File: src/rtl/dvfs_pkg.sv
// Shared types and register offsets for the performance-level controller.
package dvfs_pkg;
    localparam int NLVL   = 4;
    localparam int LVL_W  = 2;
    localparam int DIV_W  = 3;
    localparam int SRC_W  = 2;
    localparam int HALF_W = 16;
    localparam int DIV_LSB = 13;
    localparam int SRC_LSB = 9;

    localparam logic [7:0] A_STATIC = 8'h04;
    localparam logic [7:0] A_CFG01  = 8'h18;
    localparam logic [7:0] A_CFG23  = 8'h1C;
    localparam logic [7:0] A_MODE   = 8'h24;
    localparam logic [7:0] A_LOAD   = 8'h30;

    typedef logic [LVL_W-1:0] lvl_t;
    typedef logic [DIV_W-1:0] dcode_t;
    typedef logic [SRC_W-1:0] scode_t;

    typedef enum logic [1:0] { EXP_NONE = 2'd0, EXP_ARMED = 2'd1, EXP_DONE = 2'd2 } exp_e;
    typedef enum logic       { SQ_IDLE = 1'b0, SQ_DWELL = 1'b1 } seq_e;
endpackage

File: src/rtl/dvfs_field_decode.sv
// Splits the two packed configuration words into per-level divider and
// source codes. Assumes even levels sit in the upper half-word, odd in the lower.
module dvfs_field_decode
    import dvfs_pkg::*;
(
    input  logic [31:0]                 cfg01,
    input  logic [31:0]                 cfg23,
    output logic [NLVL-1:0][DIV_W-1:0]  lvl_div,
    output logic [NLVL-1:0][SRC_W-1:0]  lvl_src
);
    for (genvar g = 0; g < NLVL; g++) begin : g_lvl
        localparam int OFF = ((g % 2) == 0) ? HALF_W : 0;
        logic [31:0] word;
        // pick the word that carries this level
        always_comb word = (g < 2) ? cfg01 : cfg23;
        assign lvl_div[g] = word[OFF+DIV_LSB +: DIV_W];
        assign lvl_src[g] = word[OFF+SRC_LSB +: SRC_W];
    end
endmodule

File: src/rtl/dvfs_level_match.sv
// Priority search over the levels: the lowest level whose divider equals
// the requested code wins. Assumes divider codes are already decoded.
module dvfs_level_match
    import dvfs_pkg::*;
(
    input  logic [NLVL-1:0][DIV_W-1:0] lvl_div,
    input  dcode_t                     want,
    output logic                       hit,
    output lvl_t                       idx
);
    logic [NLVL-1:0] eq;

    for (genvar g = 0; g < NLVL; g++) begin : g_eq
        assign eq[g] = (lvl_div[g] == want);
    end

    // scan from the slowest level down so the lowest match is kept
    always_comb begin
        hit = 1'b0;
        idx = '0;
        for (int i = NLVL - 1; i >= 0; i--) begin
            if (eq[i]) begin
                hit = 1'b1;
                idx = lvl_t'(i);
            end
        end
    end
endmodule

File: src/rtl/dvfs_seq.sv
// Level register and fast-entry sequencer. Tracks the level-1 stay state
// and parks on level 1 before level 0 when the base clock is fast.
// Assumes req_go and wr_go are never asserted while busy.
module dvfs_seq
    import dvfs_pkg::*;
#(
    parameter int DWELL_MS = 20
) (
    input  logic clk,
    input  logic rst_n,
    input  logic req_go,
    input  lvl_t tgt,
    input  logic base_fast,
    input  logic ms_tick,
    input  logic wr_go,
    input  lvl_t wr_lvl,
    output lvl_t level,
    output logic busy
);
    localparam int CNT_W = $clog2(DWELL_MS + 1);
    localparam logic [CNT_W-1:0] CNT_FULL = CNT_W'(DWELL_MS);

    seq_e             st;
    exp_e             exp_st;
    logic [CNT_W-1:0] cnt;

    assign busy = (st == SQ_DWELL);

    // level, stay state and tick counter update
    always_ff @(posedge clk) begin
        if (!rst_n) begin
            level  <= '0;
            st     <= SQ_IDLE;
            exp_st <= EXP_NONE;
            cnt    <= '0;
        end else if (st == SQ_DWELL) begin
            if (ms_tick) begin
                if (cnt <= 1) begin
                    level  <= '0;
                    st     <= SQ_IDLE;
                    exp_st <= EXP_NONE;
                    cnt    <= '0;
                end else begin
                    cnt <= cnt - 1'b1;
                end
            end
        end else begin
            if (exp_st == EXP_ARMED && ms_tick) begin
                if (cnt <= 1) begin
                    exp_st <= EXP_DONE;
                    cnt    <= '0;
                end else begin
                    cnt <= cnt - 1'b1;
                end
            end
            if (wr_go) begin
                level  <= wr_lvl;
                exp_st <= EXP_NONE;
                cnt    <= '0;
            end else if (req_go) begin
                if (tgt == level) begin
                    exp_st <= EXP_NONE;
                    cnt    <= '0;
                end else if (tgt == lvl_t'(1)) begin
                    level <= lvl_t'(1);
                    if (level == lvl_t'(0)) begin
                        exp_st <= EXP_DONE;
                        cnt    <= '0;
                    end else begin
                        exp_st <= EXP_ARMED;
                        cnt    <= CNT_FULL;
                    end
                end else if (tgt == lvl_t'(0)) begin
                    if (!base_fast || exp_st == EXP_DONE) begin
                        level  <= '0;
                        exp_st <= EXP_NONE;
                        cnt    <= '0;
                    end else begin
                        level  <= lvl_t'(1);
                        st     <= SQ_DWELL;
                        exp_st <= EXP_NONE;
                        cnt    <= CNT_FULL;
                    end
                end else begin
                    level  <= tgt;
                    exp_st <= EXP_NONE;
                    cnt    <= '0;
                end
            end
        end
    end

    a_r6_park_on_one: assert property (@(posedge clk) disable iff (!rst_n)
        busy |-> level == lvl_t'(1));
    a_r10_hold_level: assert property (@(posedge clk) disable iff (!rst_n)
        ($past(busy) && busy) |-> $stable(level));
    a_r6_exit_to_zero: assert property (@(posedge clk) disable iff (!rst_n)
        $fell(busy) |-> level == lvl_t'(0));
    a_r8_cnt_bound: assert property (@(posedge clk) disable iff (!rst_n)
        cnt <= CNT_FULL);
    a_r7_done_on_one: assert property (@(posedge clk) disable iff (!rst_n)
        (exp_st != EXP_NONE) |-> level == lvl_t'(1));
endmodule

File: src/rtl/dvfs_level_ctrl.sv
// Top: register file, output selection and request qualification around
// the field decoder, level matcher and sequencer. Assumes ms_tick is a
// one-cycle pulse in the clk domain.
module dvfs_level_ctrl
    import dvfs_pkg::*;
#(
    parameter int DWELL_MS = 20
) (
    input  logic        clk,
    input  logic        rst_n,
    input  logic        wr_en,
    input  logic [7:0]  wr_addr,
    input  logic [31:0] wr_data,
    input  logic        req_valid,
    input  logic [2:0]  req_div,
    input  logic        base_fast,
    input  logic        ms_tick,
    output logic [1:0]  level,
    output logic [1:0]  src_sel,
    output logic [2:0]  div_sel,
    output logic        busy,
    output logic        req_err
);
    logic [31:0]                cfg01, cfg23;
    logic                       dyn_on;
    logic [DIV_W+SRC_W-1:0]     stat_q;
    logic [NLVL-1:0][DIV_W-1:0] lvl_div;
    logic [NLVL-1:0][SRC_W-1:0] lvl_src;
    logic                       hit;
    lvl_t                       hit_idx;
    logic                       wr_go, req_eval, req_go;

    // configuration and mode registers
    always_ff @(posedge clk) begin
        if (!rst_n) begin
            cfg01  <= '0;
            cfg23  <= '0;
            dyn_on <= 1'b0;
            stat_q <= '0;
        end else if (wr_en) begin
            case (wr_addr)
                A_CFG01:  cfg01  <= wr_data;
                A_CFG23:  cfg23  <= wr_data;
                A_MODE:   dyn_on <= wr_data[31];
                A_STATIC: stat_q <= wr_data[DIV_W+SRC_W-1:0];
                default:  ;
            endcase
        end
    end

    dvfs_field_decode u_dec (
        .cfg01   (cfg01),
        .cfg23   (cfg23),
        .lvl_div (lvl_div),
        .lvl_src (lvl_src)
    );

    dvfs_level_match u_match (
        .lvl_div (lvl_div),
        .want    (req_div),
        .hit     (hit),
        .idx     (hit_idx)
    );

    assign wr_go    = wr_en && (wr_addr == A_LOAD) && !busy;
    assign req_eval = req_valid && !busy && !wr_go;
    assign req_go   = req_eval && dyn_on && hit;

    dvfs_seq #(.DWELL_MS(DWELL_MS)) u_seq (
        .clk       (clk),
        .rst_n     (rst_n),
        .req_go    (req_go),
        .tgt       (hit_idx),
        .base_fast (base_fast),
        .ms_tick   (ms_tick),
        .wr_go     (wr_go),
        .wr_lvl    (wr_data[LVL_W-1:0]),
        .level     (level),
        .busy      (busy)
    );

    // one-cycle error flag for unusable requests
    always_ff @(posedge clk) begin
        if (!rst_n) req_err <= 1'b0;
        else        req_err <= req_eval && (!dyn_on || !hit);
    end

    // drive the active source and divider
    always_comb begin
        if (dyn_on) begin
            src_sel = lvl_src[level];
            div_sel = lvl_div[level];
        end else begin
            src_sel = stat_q[SRC_W-1:0];
            div_sel = stat_q[SRC_W +: DIV_W];
        end
    end

    a_r4_err_keeps_level: assert property (@(posedge clk) disable iff (!rst_n)
        req_err |-> level == $past(level));
    a_r4_err_pulse: assert property (@(posedge clk) disable iff (!rst_n)
        (req_err && !$past(req_valid && !busy)) |-> 1'b0);
    a_r10_busy_no_err: assert property (@(posedge clk) disable iff (!rst_n)
        ($past(busy) && busy) |-> !req_err);
endmodule

File: config.mk
export PLATFORM = sky130hd
export DESIGN_NAME = dvfs_level_ctrl
export DESIGN_NICKNAME = d
export VERILOG_FILES = /design/src/rtl/dvfs_pkg.sv /design/src/rtl/dvfs_field_decode.sv /design/src/rtl/dvfs_level_match.sv /design/src/rtl/dvfs_seq.sv /design/src/rtl/dvfs_level_ctrl.sv
export SDC_FILE = /design/constraint.sdc
export NUM_CORES = 1
export LEC_CHECK = 0
export ABC_AREA = 1
export CORE_MARGIN = 8
export CORE_UTILIZATION = 44
export DETAILED_ROUTE_END_ITERATION = 12
export GPL_TIMING_DRIVEN = 0
export PLACE_DENSITY = 0.76
export SYNTH_ARGS = -nofsm -noshare
export SYNTH_HDL_FRONTEND = slang
export SYNTH_SLANG_ARGS = --single-unit
export TNS_END_PERCENT = 10
File: constraint.sdc
create_clock -name clk -period 1.5 [get_ports clk]
set_input_delay 0.15 -clock clk [delete_from_list [all_inputs] [get_ports clk]]
set_output_delay 0.15 -clock clk [all_outputs]
set_load 0.005 [all_outputs]
# Word level (Yosys, flattened, before mapping)
# Cells that the tools add are included.
[word_totals]
register_bits = 81
latchBits = 0
ramBits = 0
romBits = 0
inputBits = 49
out_inout_bits = 9
word_cells = 106
n_memories = 0
[classes]
n_addsub = 1
n_mul = 0
div_mod_pow = 0
magnitude_cmp = 2
n_eq_ne = 16
n_shift = 0
n_mux = 51
n_bitwise = 0
n_reduce_logical = 27
[ops]
columns = ["cell", "n"]
rows = [
  ["5-bit two-way mux", 11],
  ["2-bit two-way mux", 22],
  ["8-bit by 5-bit equality test with 1-bit output, second input constant", 2],
  ["8-bit by 6-bit equality test with 1-bit output, second input constant", 2],
  ["1-bit two-way mux", 14],
  ["3-bit equality test", 4],
  ["2-bit AND reduction", 5],
  ["8-bit by 3-bit equality test with 1-bit output, second input constant", 1],
  ["1-bit logical AND", 8],
  ["4-bit AND reduction", 2],
  ["3-bit binary-select mux with 2-bit select", 1],
  ["3-bit two-way mux", 2],
  ["3-bit nonzero test", 2],
  ["5-bit by 1-bit <= comparator with 1-bit output, second input constant", 1],
  ["1-bit zero test", 5],
  ["5-bit by 1-bit subtractor with 5-bit output, second input constant", 1],
  ["2-bit binary-select mux with 2-bit select", 1],
  ["2-bit by 1-bit equality test with 1-bit output, second input constant", 2],
  ["2-bit zero test", 2],
  ["2-bit inequality test, second input constant", 2],
  ["4-bit nonzero test", 1],
  ["2-bit by 3-bit less-than comparator with 1-bit output, second input constant", 1],
  ["3-bit by 2-bit inequality test with 1-bit output, second input constant", 1],
  ["2-bit equality test", 1],
  ["2 further kinds", 3],
]

# Longest topological paths before layout
# Gate-level depths: netlist of run 1.
[depth]
depth_word = 12
ltp_mapped = 15
mapped_depth_nobuf = 14

# Hierarchy
# Synthesis of run 1 repeated with hierarchy kept, for this count alone.
[unflattened]
hier_cells = 655
area_unflattened_um2 = 4231.6
[modules_own_cells]
columns = ["module", "instances", "cells_each", "area_each_um2", "seq_area_each_um2"]
rows = [
  ["dvfs_level_ctrl", 1, 487, 3149.3, 1421.4],
  ["dvfs_seq", 1, 116, 716.9, 200.2],
  ["dvfs_level_match", 1, 32, 215.2, 0.0],
  ["dvfs_field_decode", 1, 20, 150.1, 0.0],
]

# Worst setup path before layout of run 1
# Ideal clock, no wire load.
[synth_timing]
kind = "flip-flop to flip-flop"
start = "register u_seq.cnt[1]"
end = "register u_seq.level[1]"
setup_ns = 0.115
arrival_ns = 1.333
t_required_ns = 1.385
path_slack_ns = 0.052
stages_incl_launch_ff = 11
path_buffers = 0
period_less_slack_ns = 1.448
path_cell_list = "dfxtp_1 > inv_1 > ha_1 > o21bai_1 > nand3_1 > nand2_1 > nand2_1 > a21oi_1 > nand3_1 > nand2_1 > nor2_1"
[synth_between]
elab_chain_cells = 3
[synth_lines]
columns = ["element", "line", "text"]
rows = [
  ["start: declaration", "dvfs_seq.sv:25", "logic [CNT_W-1:0] cnt;"],
  ["start signal: assignment", "dvfs_seq.sv:44", "cnt <= cnt - 1'b1;"],
  ["start signal: assignment", "dvfs_seq.sv:53", "cnt <= cnt - 1'b1;"],
  ["5-bit by 1-bit <= comparator with 1-bit output", "dvfs_seq.sv:38", "if (cnt <= 1) begin"],
  ["2-bit inequality test (no source line)", "n/a", ""],
  ["4-bit AND reduction (no source line)", "n/a", ""],
  ["end signal: assignment", "dvfs_seq.sv:57", "level <= wr_lvl;"],
  ["end signal: assignment", "dvfs_seq.sv:65", "level <= lvl_t'(1);"],
  ["end signal: assignment", "dvfs_seq.sv:79", "level <= lvl_t'(1);"],
  ["end: declaration", "dvfs_seq.sv:17", "output lvl_t level,"],
]
# Every way passes these cells.
# A chain may end at the register's enable or synchronous reset.

# Worst setup path in the final report of run 1
[layout_timing]
start = "register u_seq.level[0]"
end = "output port src_sel[0]"
[layout_between]
elab_chain_cells = 3
[layout_lines]
columns = ["element", "line", "text"]
rows = [
  ["2-bit binary-select mux with 2-bit select", "dvfs_level_ctrl.sv:91", "src_sel = lvl_src[level];"],
  ["2-bit two-way mux (implied by the code)", "dvfs_level_ctrl.sv:91", ""],
  ["2-bit two-way mux", "dvfs_level_ctrl.sv:90", "if (dyn_on) begin"],
  ["end: declaration", "dvfs_level_ctrl.sv:19", "output logic [1:0] src_sel,"],
]
# Every way passes these cells. The select of a mux whose other input is x is not followed.

==> results.cfg, run 1 <==
[worst_setup_path]
r2r-start = cfg01[15]
cp_common_cell = nor2_1
worstPathRequired_ps = 1350
r2r_slack_ps = -70
critPathTopFamily = buffers and inverters
crit_path_max_incr_delay_ps = 360
path_buf_inv = 3
rr_worst_depth = 13
endpoint_kind = output port
critPathMaxFanout = 7
crit_slowest_cell = dfxtp_2
path_class = register to output port
worstPathCellList = clkbuf_16 > buf_8 > nor2_1 > nor2_1 > o21ai_1 > a31oi_1 > buf_2
r2r-end = u_seq.level[1]
critPathArrivalTime_ps = 1460
crit_path_start_kind = register

[grt]
grt_max_degree = 11
grt_pass1_vias = 2236
use_met2 = 0.272
grt-ovfl-total = 0
grt_antenna_before_repair = 0
grt-busiest-layer = met2
grtUsageMet3 = 0.0328
grt_pass1_wl_um = 10100
gr-usage-met1 = 0.203
grt_usage = 0.164

[status]
status = finished with violations
violations = negative setup slack

[job]
drv_cap = 0

[synth]
avgSynthCellArea_um2 = 6.74
syn_nets = 390
synth-seq-area-share = 0.324
netlist_top_cells_area = dfxtp_1 32%, nor2_1 12%, nand2_1 7.7%
synth_area_mm2 = 0.00228
ys_seq_elements = 37
synthArstFlopShare = 0
ys.warnings.count = 0
yosysTopAreaCellShare = 0.324
yosysTopAreaCell = dfxtp_1
syn_inst = 339
ys_types = 36
synth_edf_count = 0
ys.flop_type = dfxtp_1

[min_path]
hold_end = dyn_on
hp-start = wr_addr[4]
hold_class = primary input to register
hold_depth = 4

[placed_design]
gp_congestion = 0.850
dp_hpwl_um = 4450
preCtsSetupSlack_ps = -547
place_inst = 448
io_buffer_count = 39

[drt]
num_vias = 2409
ant_nets = 0
drc = 0
via_per_inst = 5.14
routed_wl_um = 6500
drtIter0Drc = 137
first_pass_iters = 4
wire_per_inst_um = 13.9

[timing]
slew_violations = 0
rsz0062_at_grt = true
tightest_slew_ps = 552
max_freq_mhz = 621
hold_viol = 0
setup_ws_ps = -111
skew_ps = 5.04
whs_ps = 383
finalSetupViolations = 16
maxSlewHeadroom = 0.632
fin_crit_sh = 1.07
finalWorstPathRequiredPeriod_ps = 1610

[finish]
drive_gt1_frac = 0.266
area.growth.synth_to_final_pct = 39.3
instances_no_fill = 469
nets = 450
antenna_cells = 0

[floorplanning]
core_area_mm2 = 0.00507
initial_utilization = 0.450
rows = 26
die_area_mm2 = 0.00775
ios = 58
die_x_um = 88.0
die-height_um = 88.0

[pwr]
ir_drop_mv = 0.375
power.density_mw_per_mm2 = 615
leakage_nw = 1.32

[clocking]
clock-root-buffer = clkbuf_8
cts_buffers = 5
holdBufCountCts = 0
clock_path_buffers = 2
clk_pin_slew_ps = 70
cts.sinks = 37
htree_levels = 2
clk-insertion-delay-late_ps = 290
tritoncts = done
==> layout make-up <==
| type | instances | area, um2 |
|---|---|---|
| Buffer | 12 | 105 |
| Clock buffer | 7 | 86.3 |
| Inverter | 49 | 201 |
| Sequential cell | 37 | 759 |
| Timing Repair Buffer | 53 | 499 |
| Multi-Input combinational cell | 241 | 1440 |
| Fill cell | 469 | 1890 |
| Tap cell | 70 | 87.6 |
==> cell usage after synthesis (2+ instances only) <==
cell	n
o21bai_1	2
o21ai_0	17
buf_2	6
a21oi_2	4
inv_4	2
nand2_8	2
nor4_1	3
dfxtp_1	37
inv_2	3
ha_1	2
clkbuf_1	5
inv_1	44
nand2_1	47
o21ai_1	2
nand2_4	3
nor3_1	5
nand2_2	5
xnor2_1	6
nor2_1	75
a31oi_1	6
a211oi_1	21
a21oi_1	12
nand3_1	17
==> cells by family (layout without fill, tap and decap cells) <==
kind of cell,count (synthesis),after routing,share of synthesized area
compound gates,69,69,0.192
flops,37,37,0.324
xor+xnor,7,7,0.0301
fa+ha+maj,2,2,0.0110
buf+inv,61,121,0.109
simple gates,163,163,0.333
==> metrics by stage <==
stage / util / area [um2] / total power [mW] / TNS (ps)
4_1_cts: 0.597 / 3030 / 1.95 / -427
3_5_place_dp: 0.544 / 2760 / 1.25 / -16780
5_1_grt: 0.627 / 3180 / 2.02 / -2370
2_1_floorplan: - / 2280 / 1.13 / 0
3_3_place_gp: 0.544 / 2760 / 1.25 / -15810
6_report: 0.627 / 3180 / 1.96 / -715
==> flip-flops by register name, indices dropped and copies added, names as in the netlist, 2 cells and up <==
register,count
stat_q,5
u_seq.cnt,5
u_seq.exp_st,2
cfg23,10
u_seq.level,2
cfg01,10
==> worst max-delay path by stage <==
stage	startpoint	end	slack (ps)	cells past startpoint
2_1_floorplan	u_seq.cnt[1]	u_seq.level[1]	50	10
3_3_place_gp	u_seq.level[0]	src_sel[0]	-540	7
3_5_place_dp	u_seq.level[0]	src_sel[1]	-550	7
4_1_cts	u_seq.level[0]	src_sel[0]	-90	7
5_1_grt	cfg01[13]	u_seq.exp_st[1]	-170	14
6_report	u_seq.level[0]	src_sel[0]	-110	7
==> power by group <==
group          total [mW]  internal, mW  switching [mW]  leakage (nW)
clock network       0.705         0.364           0.340        0.0443
registers           0.986         0.984         0.00222         0.305
logic               0.268         0.124           0.144         0.973
==> cells in the final DEF (no fill, tap or decap), types with 3 or more instances in the layout <==
cell	instances
inv_2	5
o21ai_0	8
o21ai_1	11
nand2_1	43
nor3_1	3
clkdlybuf4s50_1	26
clkbuf_8	6
dlygate4sd2_1	4
nor2_4	3
buf_4	14
nand3_1	11
dfxtp_1	24
nand3_2	7
buf_2	7
buf_6	3
a21oi_1	8
clkbuf_1	3
dlymetal6s2s_1	4
inv_1	40
nor2_1	71
a31oi_1	6
a211oi_1	21
nand2_2	9
a21oi_2	7
nand2_4	3
xnor2_2	6
dfxtp_2	12
==> worst register-to-register path: stages, from the launching register on <==
cell and delay [ps]:
dfxtp_1 360, inv_1 80, nand2_1 60, nand2_1 60
nand3_2 90, nand2_2 70, inv_4 70, nand2_2 80
nand2_2 80, nand2_1 50, nor2_1 150, nand2_2 110
a21oi_1 140, nor2_1 60
==> layer usage <==
layer | vias to the layer above | wire, um
li1 | 1220 | -
met1 | 1116 | 2930
met2 | 61 | 3170
met3 | 12 | 298
met4 | 0 | 104
met5 | - | 0
==> timing repair <==
action,CTS,global route
endpoints found under the setup margin,39,40
pin swaps,11,13
resized for setup,69,34
gates cloned,1,0
setup buffers,9,4
Note: power is estimated with default switching activity, not from simulation.
==> run 2: changes to the inputs <==
CORE_UTILIZATION = 49   (was 44)
CTS_CLUSTER_DIAMETER = 80   (was unset)
PLACE_DENSITY = 0.91   (was 0.76)
clock period = 1.7 ns   (was 1.5 ns; I/O delays follow)
==> results.cfg, run 2 (synthesis results as in run 1) <==
[job]
drv_cap = 0

[timing]
hold_viol = 0
finalSetupViolations = 1
tightest_slew_ps = 549
fin_crit_sh = 1.02
skew_ps = 9.58
setup_ws_ps = -38.6
slew_violations = 0
max_freq_mhz = 575
fin_setup_tns_ps = -38.6
finalWorstPathRequiredPeriod_ps = 1740
maxSlewHeadroom = 0.634
rsz0062_at_grt = true

[clocking]
clk-insertion-delay-late_ps = 310
clock_path_buffers = 2
clk_pin_slew_ps = 80
tritoncts = done
cts.sinks = 37
clock-root-buffer = clkbuf_8
cts_buffers = 5
htree_levels = 2

[worst_setup_path]
rr_worst_depth = 10
endpoint_kind = output port
critPathArrivalTime_ps = 1570
r2r_slack_ps = 80
worstPathRequired_ps = 1530
crit_path_max_incr_delay_ps = 340
endpoint = div_sel[0]
crit_path_start_kind = register
crit_start = u_seq.level[1]
crit_slowest_cell = dfxtp_2
cp_common_cell = buf_6
path_class = register to output port
worstSetupPathDepth = 7
critPathTopFamily = buffers and inverters
critPathMaxFanout = 4
worstPathCellList = buf_6 > clkinvlp_4 > buf_6 > nor2_4 > o21ai_1 > a31oi_1 > buf_2
path_buf_inv = 4
r2r-start = u_seq.cnt[1]
r2r-end = u_seq.level[1]

[drt]
via_per_inst = 5.47
first_pass_iters = 6
ant_nets = 0
num_vias = 2433
routed_wl_um = 6470
wire_per_inst_um = 14.5
drtIter0Drc = 204
drc = 0

[status]
violations = negative setup slack
status = finished with violations

[grt]
grt_pass1_wl_um = 10600
grt_usage = 0.177
grt-ovfl-total = 0
grt_pass1_vias = 2427
grt_max_degree = 15
grt_antenna_before_repair = 0

[floorplanning]
die_area_mm2 = 0.00710
rows = 25
die_x_um = 84.3
initial_utilization = 0.497
core_area_mm2 = 0.00460
ios = 58
die-height_um = 84.3

[placed_design]
io_buffer_count = 39
dp_hpwl_um = 4560
gp_congestion = 0.882

[pwr]
power.density_mw_per_mm2 = 596
leakage_nw = 1.22
ir_drop_mv = 0.412
total_power_mw = 1.76

[finish]
n_fill_cell = 387
final_common_cell = nor2_1
final_cell_mix = 72 x nor2_1, 47 x nand2_1, 43 x inv_1, 33 x dfxtp_1, 30 x clkdlybuf4s50_1
multi_input_area_mm2 = 0.00134
drive_gt1_frac = 0.171
ff_latch_area_um2 = 748
top_regs = cfg01 (10), cfg23 (10)
antenna_cells = 0
nets = 441
area.growth.synth_to_final_pct = 29.0

[min_path]
hold_class = primary input to register
hold_depth = 3
-- run 2: changes by cell type in the layout (fill, tap and decap cells not counted), sizes merged --
cell | before | now
clkdlybuf4s50 | 26 | 30
dlygate4sd2 | 4 | 1
buf | 26 | 14
inv | 47 | 50
-- run 2: worst min-delay path by stage --
stage / endpoint / startpoint / slack [ps]
2_1_floorplan: stat_q[2] / wr_data[2] / 300
3_3_place_gp: u_seq.exp_st[0] / u_seq.exp_st[0] / 460
3_5_place_dp: u_seq.exp_st[0] / u_seq.exp_st[0] / 460
4_1_cts: cfg23[9] / wr_data[9] / 430
5_1_grt: cfg01[26] / wr_data[26] / 450
6_report: dyn_on / wr_addr[5] / 390
-- run 2: power by group --
group / internal, mW / leakage [nW] / switching, mW
Sequential: 0.867 / 0.301 / 0.00178
Clock: 0.299 / 0.0452 / 0.363
Combinational: 0.106 / 0.879 / 0.118
-- run 2: per-layer routing --
layer / global-route usage / wire length [um]
met3: 0.0445 / 423
met2: 0.301 / 3230
met1: 0.203 / 2700
met4: 0.0769 / 118
met5: 0 / 0
-- run 2: worst min-delay path: stages --
cell            delay [ps]
dlymetal6s2s_1         210
a31oi_1                200
nor3_1                  70
-- run 2: layout make-up --
type,instances,share of cell area
multi-input combinational,241,0.455
clock buffer,5,0.0234
clock inverter,3,0.00849
sequential,37,0.254
buffer,11,0.0259
timing repair buffer,45,0.145
tap,54,0.0229
inverter,49,0.0654
-- run 2: timing repair --
action | in CTS | in global routing
endpoints found under the setup margin | 5 | 39
buffers inserted | 3 | 3
cloned | 0 | 0
hold buffers | 0 | 0
gates resized for setup | 16 | 32
pin swaps | 1 | 5
-- run 2: through the flow --
step            util  instances  setup slack [ps]  hold slack [ps]  area, um2
2_1_floorplan      -        339               252              305       2280
3_3_place_gp   0.596        432              -322              465       2740
3_5_place_dp   0.596        432              -304              461       2740
4_1_cts        0.623        442              1.03              433       2870
5_1_grt        0.641        445             -68.7              446       2950
6_report       0.641        445             -38.6              392       2950
